[src/rtl/ftx_pkg.sv]
package ftx_pkg;
   typedef enum logic [2:0] {
      S_IDLE, S_PRE, S_LINK, S_SOF, S_FETCH, S_WAIT, S_BYTE, S_FCS
   } ftx_state_e;

   localparam logic [7:0]  PRE_BYTE    = 8'h55;
   localparam logic [7:0]  SOF_BYTE    = 8'hD5;
   localparam logic [7:0]  BAD_SOF     = 8'h00;
   localparam logic [31:0] CRC_POLY_R  = 32'hEDB88320;
   localparam logic [31:0] CRC_INIT    = 32'hFFFFFFFF;
   localparam logic [31:0] CRC_RESIDUE = 32'hDEBB20E3;

   // one byte of reflected CRC-32, lsb of data first
   function automatic logic [31:0] crc_byte(input logic [31:0] c, input logic [7:0] d);
      logic [31:0] r;
      r = c;
      for (int i = 0; i < 8; i++)
         r = (r[0] ^ d[i]) ? ((r >> 1) ^ CRC_POLY_R) : (r >> 1);
      return r;
   endfunction
endpackage

[src/rtl/ftx_crc32.sv]
module ftx_crc32
   import ftx_pkg::*;
(
   input  logic        clk,
   input  logic        rst_n,
   input  logic        clear,
   input  logic        en,
   input  logic [7:0]  data,
   output logic [31:0] crc
);
   logic [31:0] base;
   assign base = clear ? CRC_INIT : crc;

   always_ff @(posedge clk) begin
      if (!rst_n)      crc <= CRC_INIT;
      else if (en)     crc <= crc_byte(base, data);
      else if (clear)  crc <= CRC_INIT;
   end
endmodule

[src/rtl/ftx_rx_hdr_check.sv]
module ftx_rx_hdr_check
   import ftx_pkg::*;
(
   input  logic       clk,
   input  logic       rst_n,
   input  logic       rx_valid,
   input  logic [7:0] rx_data,
   input  logic       rx_end,
   output logic       good,
   output logic       bad
);
   logic        end_q;
   logic [31:0] crc;

   ftx_crc32 u_crc (
      .clk   (clk),
      .rst_n (rst_n),
      .clear (end_q),
      .en    (rx_valid),
      .data  (rx_data),
      .crc   (crc)
   );

   always_ff @(posedge clk) begin
      if (!rst_n) end_q <= 1'b0;
      else        end_q <= rx_valid & rx_end;
   end

   assign good = end_q & (crc == CRC_RESIDUE);
   assign bad  = end_q & (crc != CRC_RESIDUE);

   AST_RX_VERDICT_TIMING: assert property (@(posedge clk) disable iff (!rst_n)
      (good || bad) |-> $past(rx_valid && rx_end)) else $error("rx verdict without end byte");
endmodule

[src/rtl/two_seg_frame_tx.sv]
module two_seg_frame_tx
   import ftx_pkg::*;
#(
   parameter int unsigned DATA_W  = 64,
   parameter int unsigned ADDR_W  = 16,
   parameter int unsigned LEN_W   = 12,
   parameter int unsigned PRE_LEN = 7,
   parameter bit          BYTE_LE = 1'b1
) (
   input  logic              clk,
   input  logic              rst_n,
   input  logic              start,
   input  logic [ADDR_W-1:0] hdr_addr,
   input  logic [LEN_W-1:0]  hdr_len,
   input  logic [ADDR_W-1:0] pay_addr,
   input  logic [LEN_W-1:0]  pay_len,
   input  logic              route_alt,
   input  logic [7:0]        link_addr,
   output logic              busy,
   output logic              done,
   output logic              mem_rd,
   output logic [ADDR_W-1:0] mem_addr,
   input  logic [DATA_W-1:0] mem_rdata,
   output logic              tx_valid,
   output logic [7:0]        tx_data,
   input  logic              tx_full,
   input  logic              rx_valid,
   input  logic [7:0]        rx_data,
   input  logic              rx_end,
   output logic              rx_hdr_good,
   output logic              rx_hdr_bad
);
   localparam int unsigned BPW   = DATA_W / 8;
   localparam int unsigned IDX_W = $clog2(BPW);
   localparam int unsigned PRE_W = $clog2(PRE_LEN + 1);

   generate
      if (DATA_W < 16 || (DATA_W & (DATA_W - 1)) != 0)
         $error("DATA_W must be a power of two of at least 16");
      if (PRE_LEN < 1 || LEN_W < PRE_W || LEN_W < 3)
         $error("PRE_LEN or LEN_W out of range");
   endgenerate

   ftx_state_e        state;
   logic              seg;
   logic [LEN_W-1:0]  cnt;
   logic              alt_q;
   logic [7:0]        link_q;
   logic [ADDR_W-1:0] hbase, pbase;
   logic [LEN_W-1:0]  hlen, plen;
   logic [DATA_W-1:0] wbuf;
   logic [31:0]       crc, crc_inv;
   logic [7:0]        wbyte, fcs_b;
   logic [ADDR_W-1:0] cur_base;
   logic [LEN_W-1:0]  cur_len;
   logic              accept, crc_clr, crc_en;

   assign cur_base = seg ? pbase : hbase;
   assign cur_len  = seg ? plen  : hlen;
   assign accept   = tx_valid & ~tx_full;
   assign busy     = (state != S_IDLE);
   assign mem_rd   = (state == S_FETCH);
   assign mem_addr = cur_base + ADDR_W'(cnt >> IDX_W);

   // byte lane order inside a memory word
   generate
      if (BYTE_LE) begin : g_lane_le
         assign wbyte = wbuf[{cnt[IDX_W-1:0], 3'b000} +: 8];
      end else begin : g_lane_be
         assign wbyte = wbuf[{~cnt[IDX_W-1:0], 3'b000} +: 8];
      end
   endgenerate

   assign crc_inv = ~crc;
   assign fcs_b   = crc_inv[{cnt[1:0], 3'b000} +: 8];
   assign crc_en  = accept & (state == S_BYTE);
   assign crc_clr = (state == S_IDLE) |
                    (accept & (state == S_FCS) & (cnt[1:0] == 2'd3) & ~seg);

   ftx_crc32 u_crc (
      .clk   (clk),
      .rst_n (rst_n),
      .clear (crc_clr),
      .en    (crc_en),
      .data  (wbyte),
      .crc   (crc)
   );

   always_comb begin
      tx_valid = 1'b1;
      tx_data  = 8'h00;
      case (state)
         S_PRE:   tx_data = PRE_BYTE;
         S_LINK:  tx_data = link_q;
         S_SOF:   tx_data = alt_q ? BAD_SOF : SOF_BYTE;
         S_BYTE:  tx_data = wbyte;
         S_FCS:   tx_data = fcs_b;
         default: tx_valid = 1'b0;
      endcase
   end

   always_ff @(posedge clk) begin
      if (!rst_n) begin
         state  <= S_IDLE;
         seg    <= 1'b0;
         cnt    <= '0;
         alt_q  <= 1'b0;
         link_q <= '0;
         hbase  <= '0;
         pbase  <= '0;
         hlen   <= '0;
         plen   <= '0;
         wbuf   <= '0;
         done   <= 1'b0;
      end else begin
         done <= 1'b0;
         case (state)
            S_IDLE: if (start) begin
               hbase  <= hdr_addr;
               pbase  <= pay_addr;
               hlen   <= hdr_len;
               plen   <= pay_len;
               alt_q  <= route_alt;
               link_q <= link_addr;
               seg    <= 1'b0;
               cnt    <= '0;
               state  <= route_alt ? S_LINK : S_PRE;
            end
            S_PRE: if (accept) begin
               if (cnt == LEN_W'(PRE_LEN - 1)) begin
                  cnt   <= '0;
                  state <= S_SOF;
               end else begin
                  cnt <= cnt + 1'b1;
               end
            end
            S_LINK: if (accept) state <= S_SOF;
            S_SOF: if (accept) begin
               cnt   <= '0;
               state <= (hlen == '0) ? S_FCS : S_FETCH;
            end
            S_FETCH: state <= S_WAIT;
            S_WAIT: begin
               wbuf  <= mem_rdata;
               state <= S_BYTE;
            end
            S_BYTE: if (accept) begin
               if (cnt == cur_len - 1'b1) begin
                  cnt   <= '0;
                  state <= S_FCS;
               end else begin
                  cnt <= cnt + 1'b1;
                  if (&cnt[IDX_W-1:0]) state <= S_FETCH;
               end
            end
            S_FCS: if (accept) begin
               if (cnt[1:0] == 2'd3) begin
                  cnt <= '0;
                  if (!seg) begin
                     seg   <= 1'b1;
                     state <= (plen == '0) ? S_FCS : S_FETCH;
                  end else begin
                     done  <= 1'b1;
                     state <= S_IDLE;
                  end
               end else begin
                  cnt <= cnt + 1'b1;
               end
            end
            default: state <= S_IDLE;
         endcase
      end
   end

   ftx_rx_hdr_check u_rx (
      .clk      (clk),
      .rst_n    (rst_n),
      .rx_valid (rx_valid),
      .rx_data  (rx_data),
      .rx_end   (rx_end),
      .good     (rx_hdr_good),
      .bad      (rx_hdr_bad)
   );

   AST_HOLD_ON_FULL: assert property (@(posedge clk) disable iff (!rst_n)
      (tx_valid && tx_full) |=> (tx_valid && $stable(tx_data))) else $error("byte moved under full");
   AST_DONE_AFTER_XFER: assert property (@(posedge clk) disable iff (!rst_n)
      done |-> $past(tx_valid && !tx_full)) else $error("done without final transfer");
   AST_DONE_SINGLE: assert property (@(posedge clk) disable iff (!rst_n)
      done |=> !done) else $error("done longer than one cycle");
   AST_READ_GAP: assert property (@(posedge clk) disable iff (!rst_n)
      mem_rd |=> (!mem_rd && !tx_valid)) else $error("read not followed by capture cycle");
   AST_BUSY_FROM_START: assert property (@(posedge clk) disable iff (!rst_n)
      $rose(busy) |-> $past(start)) else $error("busy rose without start");
endmodule

[config.mk]
export PLATFORM = sky130hd
export DESIGN_NAME = two_seg_frame_tx
export DESIGN_NICKNAME = d
export VERILOG_FILES = /design/src/rtl/ftx_pkg.sv /design/src/rtl/ftx_crc32.sv /design/src/rtl/ftx_rx_hdr_check.sv /design/src/rtl/two_seg_frame_tx.sv
export SDC_FILE = /design/constraint.sdc
export NUM_CORES = 1
export LEC_CHECK = 0
export CAP_MARGIN = 0
export CORE_MARGIN = 8
export CORE_UTILIZATION = 40
export CTS_CLUSTER_SIZE = 25
export DETAILED_ROUTE_END_ITERATION = 7
export MAX_ROUTING_LAYER = met4
export SYNTH_ARGS = -nofsm -noshare
export SYNTH_HDL_FRONTEND = slang
export SYNTH_HIERARCHICAL = 1
export SYNTH_SLANG_ARGS = --single-unit
[constraint.sdc]
create_clock -name clk -period 12.21 [get_ports clk]
set_input_delay 2.442 -clock clk [delete_from_list [all_inputs] [get_ports clk]]
set_output_delay 2.442 -clock clk [all_outputs]
set_load 0.05 [all_outputs]
# [Word-level counts from Yosys, hierarchy flattened]
# Index checks and enable logic that the tools add are counted.
[classes] addsub=3 eq_ne=21 shifts=2 n_mux=54 bitwise=44 reduce_logical=13
[op_table] op="$mux 32" n=20
[op_table] op="$not 13->14" n=16
[op_table] op="$mux 12" n=9
[op_table] op="$shiftx 64x7->8" n=1
[op_table] op="$pmux 12 s5" n=1
[op_table] op="$pmux 8 s5" n=1
[op_table] op="$mux 3" n=11
[op_table] op="$eq 32x32->1 const B" n=1
[op_table] op="$ne 32x32->1 const B" n=1
[op_table] op="$not 32->32" n=1
[op_table] op="$shiftx 32x6->8" n=1
[op_table] op="$logic_not 12->1" n=2
[op_table] op="$pmux 3 s8" n=1
[op_table] op="$add 16x9->16" n=1
[op_table] op="$mux 16" n=1
[op_table] op="$xor 1x1->1" n=16
[op_table] op="$ne 2x2->1 const B" n=7
[op_table] op="$add 12x1->12 const B" n=1
[op_table] op="$eq 12x12->1" n=1
[op_table] op="$eq 12x3->1 const B" n=1
[op_table] op="$eq 3x3->1 const B" n=4
[op_table] op="$sub 12x1->12 const B" n=1
[op_table] op="$reduce_and 9->1" n=1
[op_table] op="$and 1x1->1" n=8
[op_table] op="20 further kinds" n=29
[word_totals] reg_bits=211 input_bits=143 output_inout_bits=30 word_cells=151

# [Longest topological paths before layout]
# Gate-level depths: netlist of the first run.
[depth] ltp_word=26 depth_mapped=16 ltp_nobuf=12

# [Hierarchy]
# Netlist of the first run, hierarchy kept.
[by_module_without_submodules] module="two_seg_frame_tx" instances=1 cells_each=994 area_per_inst_um2=8221.6 seq_area_each_um2=2922.8
[by_module_without_submodules] module="ftx_crc32 (u_crc)" instances=1 cells_each=308 area_per_inst_um2=2516.2 seq_area_each_um2=640.6
[by_module_without_submodules] module="ftx_crc32 (u_rx.u_crc)" instances=1 cells_each=295 area_per_inst_um2=2457.4 seq_area_each_um2=640.6
[by_module_without_submodules] module="ftx_rx_hdr_check" instances=1 cells_each=14 area_per_inst_um2=147.6 seq_area_each_um2=20.0

# [Worst setup path before layout of the first run]
# OpenSTA, ideal clock, no wires.
[synth_path] path_kind="register to output" startpoint="reg seg" endpoint="out mem_addr[14]" t_arrival_ps=4184 required_time_ps=9768 setup_slack_ps=5584 stages_incl_launch_ff=17 n_path_buf=4 cell_sequence="dfxtp_1 > buf_6 > buf_2 > buf_1 > clkbuf_1 > mux2_2 > ha_1 > inv_1 > fa_1 > nor2b_1 > o21ai_0 > a21boi_0 > o21a_1 > o21ai_0 > a211oi_2 > nand2_1 > xor2_1"
[synth_via] elab_chain_len=2
[synth_rtl] item="start: declaration" line_no="two_seg_frame_tx.sv:45" text="logic seg;"
[synth_rtl] item="start signal: assignment" line_no="two_seg_frame_tx.sv:105" text="seg <= 1'b0;"
[synth_rtl] item="start signal: assignment" line_no="two_seg_frame_tx.sv:125" text="seg <= 1'b0;"
[synth_rtl] item="start signal: assignment" line_no="two_seg_frame_tx.sv:160" text="seg <= 1'b1;"
[synth_rtl] item="$mux 16" line_no="two_seg_frame_tx.sv:58" text="assign cur_base = seg ? pbase : hbase;"
[synth_rtl] item="$add 16x9->16" line_no="two_seg_frame_tx.sv:63" text="assign mem_addr = cur_base + ADDR_W'(cnt >> IDX_W);"
[synth_rtl] item="end: declaration" line_no="two_seg_frame_tx.sv:22" text="output logic [ADDR_W-1:0] mem_addr,"
# No other way between the ends.

# [Worst setup path after layout of the first run]
[layout_path] startpoint="reg seg" endpoint="out mem_addr[12]"
# The elaborated chain is that of the path after synthesis.

==> results of run 1 <==
-- through the flow --
step | cell area (µm²) | setup WS [ns]
floorplan | 13300 | 5.58
global placement | 15200 | 5.69
detailed placement | 15200 | 5.62
CTS | 16200 | 5.03
global route | 16200 | 4.72
finish | 16200 | 5.08
-- cells in the final DEF, fill, tap and decap left out, drive strengths merged, types with 11 or more instances in the layout --
cell type	n
nor2	137
o21ai	75
xor2	45
nor3b	11
nand3	20
o22ai	22
buf	15
nor3	33
nand2b	14
and3	12
a211oi	18
inv	30
mux2i	17
dfxtp	211
a21boi	132
a21o	19
clkbuf	36
a31oi	17
o211ai	20
clkdlybuf4s50	171
mux4	24
xnor3	20
mux2	20
nand2	330
a21oi	34
xnor2	104
ha	14
-- power groups by stage --
stage	clock network (mW)	logic, mW	registers [mW]
floorplan	0	0.833	0.841
global placement	0	1.07	0.893
detailed placement	0	1.07	0.895
CTS	0.862	1.08	0.881
global route	0.891	1.18	0.897
finish	0.840	1.08	0.883
-- registers in the layout, summed over array words and instances (netlist names), 8 cells and up --
register        count
cnt                12
hbase              16
hlen               12
link_q              8
pbase              16
plen               12
u_crc/crc          32
u_rx/u_crc/crc     32
wbuf               64
-- cell families after synthesis --
| family | share of synthesized area |
|---|---|
| mux | 0.0701 |
| fa+ha+maj | 0.0146 |
| simple gates | 0.207 |
| flops | 0.317 |
| buf+inv | 0.0480 |
| xor+xnor | 0.141 |
| compound gates | 0.203 |
-- cell usage after synthesis (16+ instances only) --
library cell	n
xor2_1	44
buf_2	16
nor2_1	133
clkbuf_1	82
xnor3_1	18
nand3_1	20
o22ai_1	22
xnor2_1	98
a21oi_1	34
a31oi_1	17
mux2_2	20
nor3_1	33
a21boi_0	132
o211ai_1	20
o21ai_0	66
a21o_1	19
nand2_1	330
mux4_2	24
dfxtp_1	211
mux2i_1	17
inv_1	27
-- area by class of cell --
class,count,area (µm²)
antenna,1,2.50
clock buffer,36,769
clock inverter,14,183
fill,3239,17000
inverter,28,105
multi-input combinational,1253,8510
sequential,211,4230
tap,448,561
timing repair buffer,186,1820
-- worst min-delay path, cell delays in order, from the launching register on --
cell and delay [ns]:
dfxtp_1 0.31, nand2_1 0.05, a21boi_0 0.06
-- worst max path at each step --
stage          startpoint           end  slack (ns)  cells after the start
3_3_place_gp          seg  mem_addr[12]        5.69                     12
3_5_place_dp          seg  mem_addr[12]        5.62                     12
5_1_grt               seg  mem_addr[12]        4.72                     12
2_1_floorplan         seg  mem_addr[14]        5.58                     16
4_1_cts               seg  mem_addr[12]        5.03                     12
6_report              seg  mem_addr[12]        5.08                     12
-- per-layer routing --
layer | GRT usage | wire length [µm] | up-vias
met3 | 0.0261 | 1680 | 50
met5 | - | 0 | -
met1 | 0.255 | 17800 | 5570
met2 | 0.338 | 19400 | 240
met4 | 0.0546 | 841 | 0
li1 | - | - | 5786
==> results.toml, run 1 <==
[sta]
period_share = 0.584
finalSetupViolations = 0
slew_violations = 0
fmax_mhz = 140
grt_setup_unrepaired = "no"
period_needed_ns = 7.13
fin_hold_ws_ns = 0.463
tightest_slew_ns = 1.21
slew_headroom = 0.189
hold_viol = 0
finalSetupTns_ns = 0
final.setup_skew_ns = 0.0145

[placed_design]
gp_congestion = 0.858
portBuffers = 172
dp_hpwl_mm = 28.1
dp_cells = 2126

[synthesis]
synth_edf_count = 0
synth_seq_area_share = 0.317
yosysTopAreaCell = "dfxtp_1"
ys.flop_type = "dfxtp_1"
async_flop_share = 0
postSynthAreaPerCell_um2 = 8.28
ys_warn_count = 6
synthTopCellsByArea = "dfxtp_1, nand2_1, a21boi_0, xnor2_1, mux4_2"
synthesis.nets = 1769
synth_top_cell_area_share = 0.317
synthCells = 1611
synth.cell_area_mm2 = 0.0133
ys_seq_elements = 211
yosys.cell_types.count = 81

[power_and_ir_drop]
finalPower_mw = 2.81
p_switching_mw = 1.06
power.density_mw_per_mm2 = 173
p_comb_frac = 0.386
seq_power_share = 0.315
clock_power_share = 0.300
switching_share = 0.378
p_leak_nw = 5.95
vdd_drop_max_v = 0.000105
p_int_mw = 1.74

[critical_path]
cp.arrival_ns = 4.69
reg2regPathDepth = 13
crit_slowest_cell = "clkdlybuf4s50_1"
critPathLaunchType = "flip-flop"
slowest_delay_ns = 0.82
cp_common_cell = "o21ai_0"
reg2reg_slack_ns = 7.96
path_class = "flip-flop to primary output"
critPathBufInv = 2
reg2reg_from = "cnt[0]"
setup.worst_path.end_class = "primary output"
timing.rr.end = "u_crc/crc[17]"
path_delay_family = "compound AO/OA/AOI/OAI gates"
path_cells = "buf_4, mux2_2, ha_1, nor2b_1, o21ai_0, a21boi_0, o21a_1, o21ai_0, a211oi_2, a31o_2, a32o_1, clkdlybuf4s50_1"
required_ns = 9.77
crit_path_max_fanout = 54

[clocking]
clk_path_buf_depth = 3
cts-resized-gates = 0
cts.reportedPaths.clkPinSlew_ns = 0.06
postCtsHoldBufs = 0
clk-insertion-delay-late_ns = 0.54
numCtsBuffers = 27
cts_max_level = 1
tritoncts = "built"
numClockSinks = 211
cts_setup_buffers = 0
root_buffer = "clkbuf_16"

[status]
outcome = "finished, final reports clean"

[floorplanning]
start_util = 0.402
die_height_um = 199
core-area_mm2 = 0.0332
dieWidth_um = 199
dieArea_mm2 = 0.0395
rows = 67
io_pins = 173

[flow_run]
maxCapViolations = 0

[route]
drt_iter0_drc = 684
via_count = 11600
wl_mm = 39.7
dr.pass1.iters = 5
detail_route.vias_per_cell = 5.35
ant_nets = 0
wl_per_cell_um = 18.3
drc = 0

[min_path]
hold_end = "wbuf[61]"
holdCritStartpoint = "wbuf[61]"
hold_class = "flip-flop to flip-flop"
whs_path_depth = 2

[global_routing]
grt_pass1_wl_mm = 62.9
grt_max_degree = 87
antenna_found_initial = 1
grt_pass1_vias = 11500
gr-total-overflow = 0
track_usage = 0.202

[cells_and_area]
stdcell_count = 2177
nets = 1865
area_growth_pct = 21.2
layout-drive-gt1-share = 0.0868
fin_util = 0.487
(Power assumes the default switching activity.)
==> inputs of run 2 (changes only) <==
==> constraint.sdc (replaced) <==
create_clock -name clk -period 6.7 [get_ports clk]
set_input_delay 1.34 -clock clk [delete_from_list [all_inputs] [get_ports clk]]
set_output_delay 1.34 -clock clk [all_outputs]
set_load 0.05 [all_outputs]
==> results.toml, run 2 (synthesized netlist as in run 1, its figures left out) <==
[cells_and_area]
nets = 1865
regMostFlops = "wbuf"
layout_common_cells = "nand2_1, dfxtp_1, clkdlybuf4s50_1, a21boi_0, nor2_1"
final_area_mm2 = 0.0162
layout_commonest_cell = "nand2_1"
multi_input_area_mm2 = 0.00851
layout-drive-gt1-share = 0.0862
largest_reg_flops = 64
diodes = 0
seq_area_mm2 = 0.00423
nFillCells = 3240
reg_top3 = "wbuf x64, u_crc/crc x32, u_rx/u_crc/crc x32"
area_growth_pct = 21.1

[critical_path]
cp.arrival_ns = 4.70
crit_path_max_fanout = 23
crit_start = "seg"
reg2reg_from = "cnt[0]"
setup.worst_path.end_class = "primary output"
required_ns = 5.36
path_class = "flip-flop to primary output"
critPathLaunchType = "flip-flop"

[floorplanning]
dieWidth_um = 199
dieArea_mm2 = 0.0395
die_height_um = 199
io_pins = 173
start_util = 0.402
core-area_mm2 = 0.0332
rows = 67

[min_path]
holdCritStartpoint = "hbase[4]"
hold_class = "flip-flop to flip-flop"

[global_routing]
grt_pass1_wl_mm = 62.6
antenna_found_initial = 0
track_usage = 0.201
grt_max_degree = 94
gr-total-overflow = 0
grt_pass1_vias = 11400

[route]
dr.pass1.iters = 5
wl_mm = 39.3
via_count = 11700
ant_nets = 0
drt_iter0_drc = 909
wl_per_cell_um = 18.1
drc = 0
detail_route.vias_per_cell = 5.39

[clocking]
numCtsBuffers = 27
postCtsHoldBufs = 0
root_buffer = "clkbuf_16"
cts-resized-gates = 0
clk-insertion-delay-late_ns = 0.54
tritoncts = "built"
clk_path_buf_depth = 3
cts_max_level = 1
numClockSinks = 211
cts_setup_buffers = 0
cts.reportedPaths.clkPinSlew_ns = 0.06

[sta]
hold_viol = 0
slew_headroom = 0.191
final.setup_skew_ns = 0.0114
finalSetupViolations = 0
period_share = 0.902
slew_violations = 0
fmax_mhz = 165
finalSetupTns_ns = 0
period_needed_ns = 6.04
grt_setup_unrepaired = "no"
tightest_slew_ns = 1.21

[power_and_ir_drop]
finalPower_mw = 5.09
p_leak_nw = 5.94
vdd_drop_max_v = 0.000204
power.density_mw_per_mm2 = 315

[flow_run]
maxCapViolations = 0

[placed_design]
gp_congestion = 0.872
portBuffers = 172
place_area_mm2 = 0.0152
dp_hpwl_mm = 28.1

[status]
outcome = "finished, final reports clean"
-- run 2: final cells by class --
cell class	instances	area share
inverter	28	0.00650
timing repair buffer	186	0.113
tap	448	0.0347
sequential	211	0.262
clock buffer	38	0.0487
clock inverter	12	0.00937
multi-input combinational	1253	0.526
-- run 2: per-stage QoR --
step	hold WS, ns	worst slack [ns]	cells	utilization
after floorplan	0.439	1.18	1611	-
after global placement	0.450	1.30	2126	0.459
after detailed placement	0.456	1.24	2126	0.459
after CTS	0.464	0.643	2176	0.487
after global routing	0.487	0.322	2176	0.487
final	0.460	0.657	2176	0.487
-- run 2: path summary, 6_finish.rpt --
check,end,slack [ns],cells past startpoint
worst max-delay path,mem_addr[12],0.66,13
worst min-delay path,hbase[4],0.46,2
worst max register to register,u_crc/crc[25],2.49,11
worst min register to register,hbase[4],0.46,2
-- run 2: metal layers --
metal | global-route usage | share of wire | up-vias
met3 | 0.0277 | 0.048 | 79
met1 | 0.257 | 0.45 | 5586
met4 | 0.0554 | 0.026 | 0
li1 | - | - | 5777
met5 | - | 0 | -
met2 | 0.328 | 0.48 | 279
-- run 2: worst max-delay path, cell delays in order, from the launching register on --
cell and delay (ns):
dfxtp_2 0.68, mux2_2 0.26, ha_1 0.16, inv_1 0.06
fa_1 0.42, nor2b_1 0.13, o21ai_0 0.12, a21boi_0 0.26
o21a_1 0.18, o21ai_0 0.15, a211oi_2 0.53, a31o_2 0.23
a32o_1 0.16, clkdlybuf4s50_1 0.82
-- run 2: power by group --
group / switching [mW] / leakage, nW / total (mW) / internal, mW
combinational: 1.16 / 3.77 / 1.97 / 0.811
sequential: 0.194 / 1.72 / 1.61 / 1.41
clock: 0.576 / 0.459 / 1.51 / 0.933
total: 1.93 / 5.94 / 5.09 / 3.15
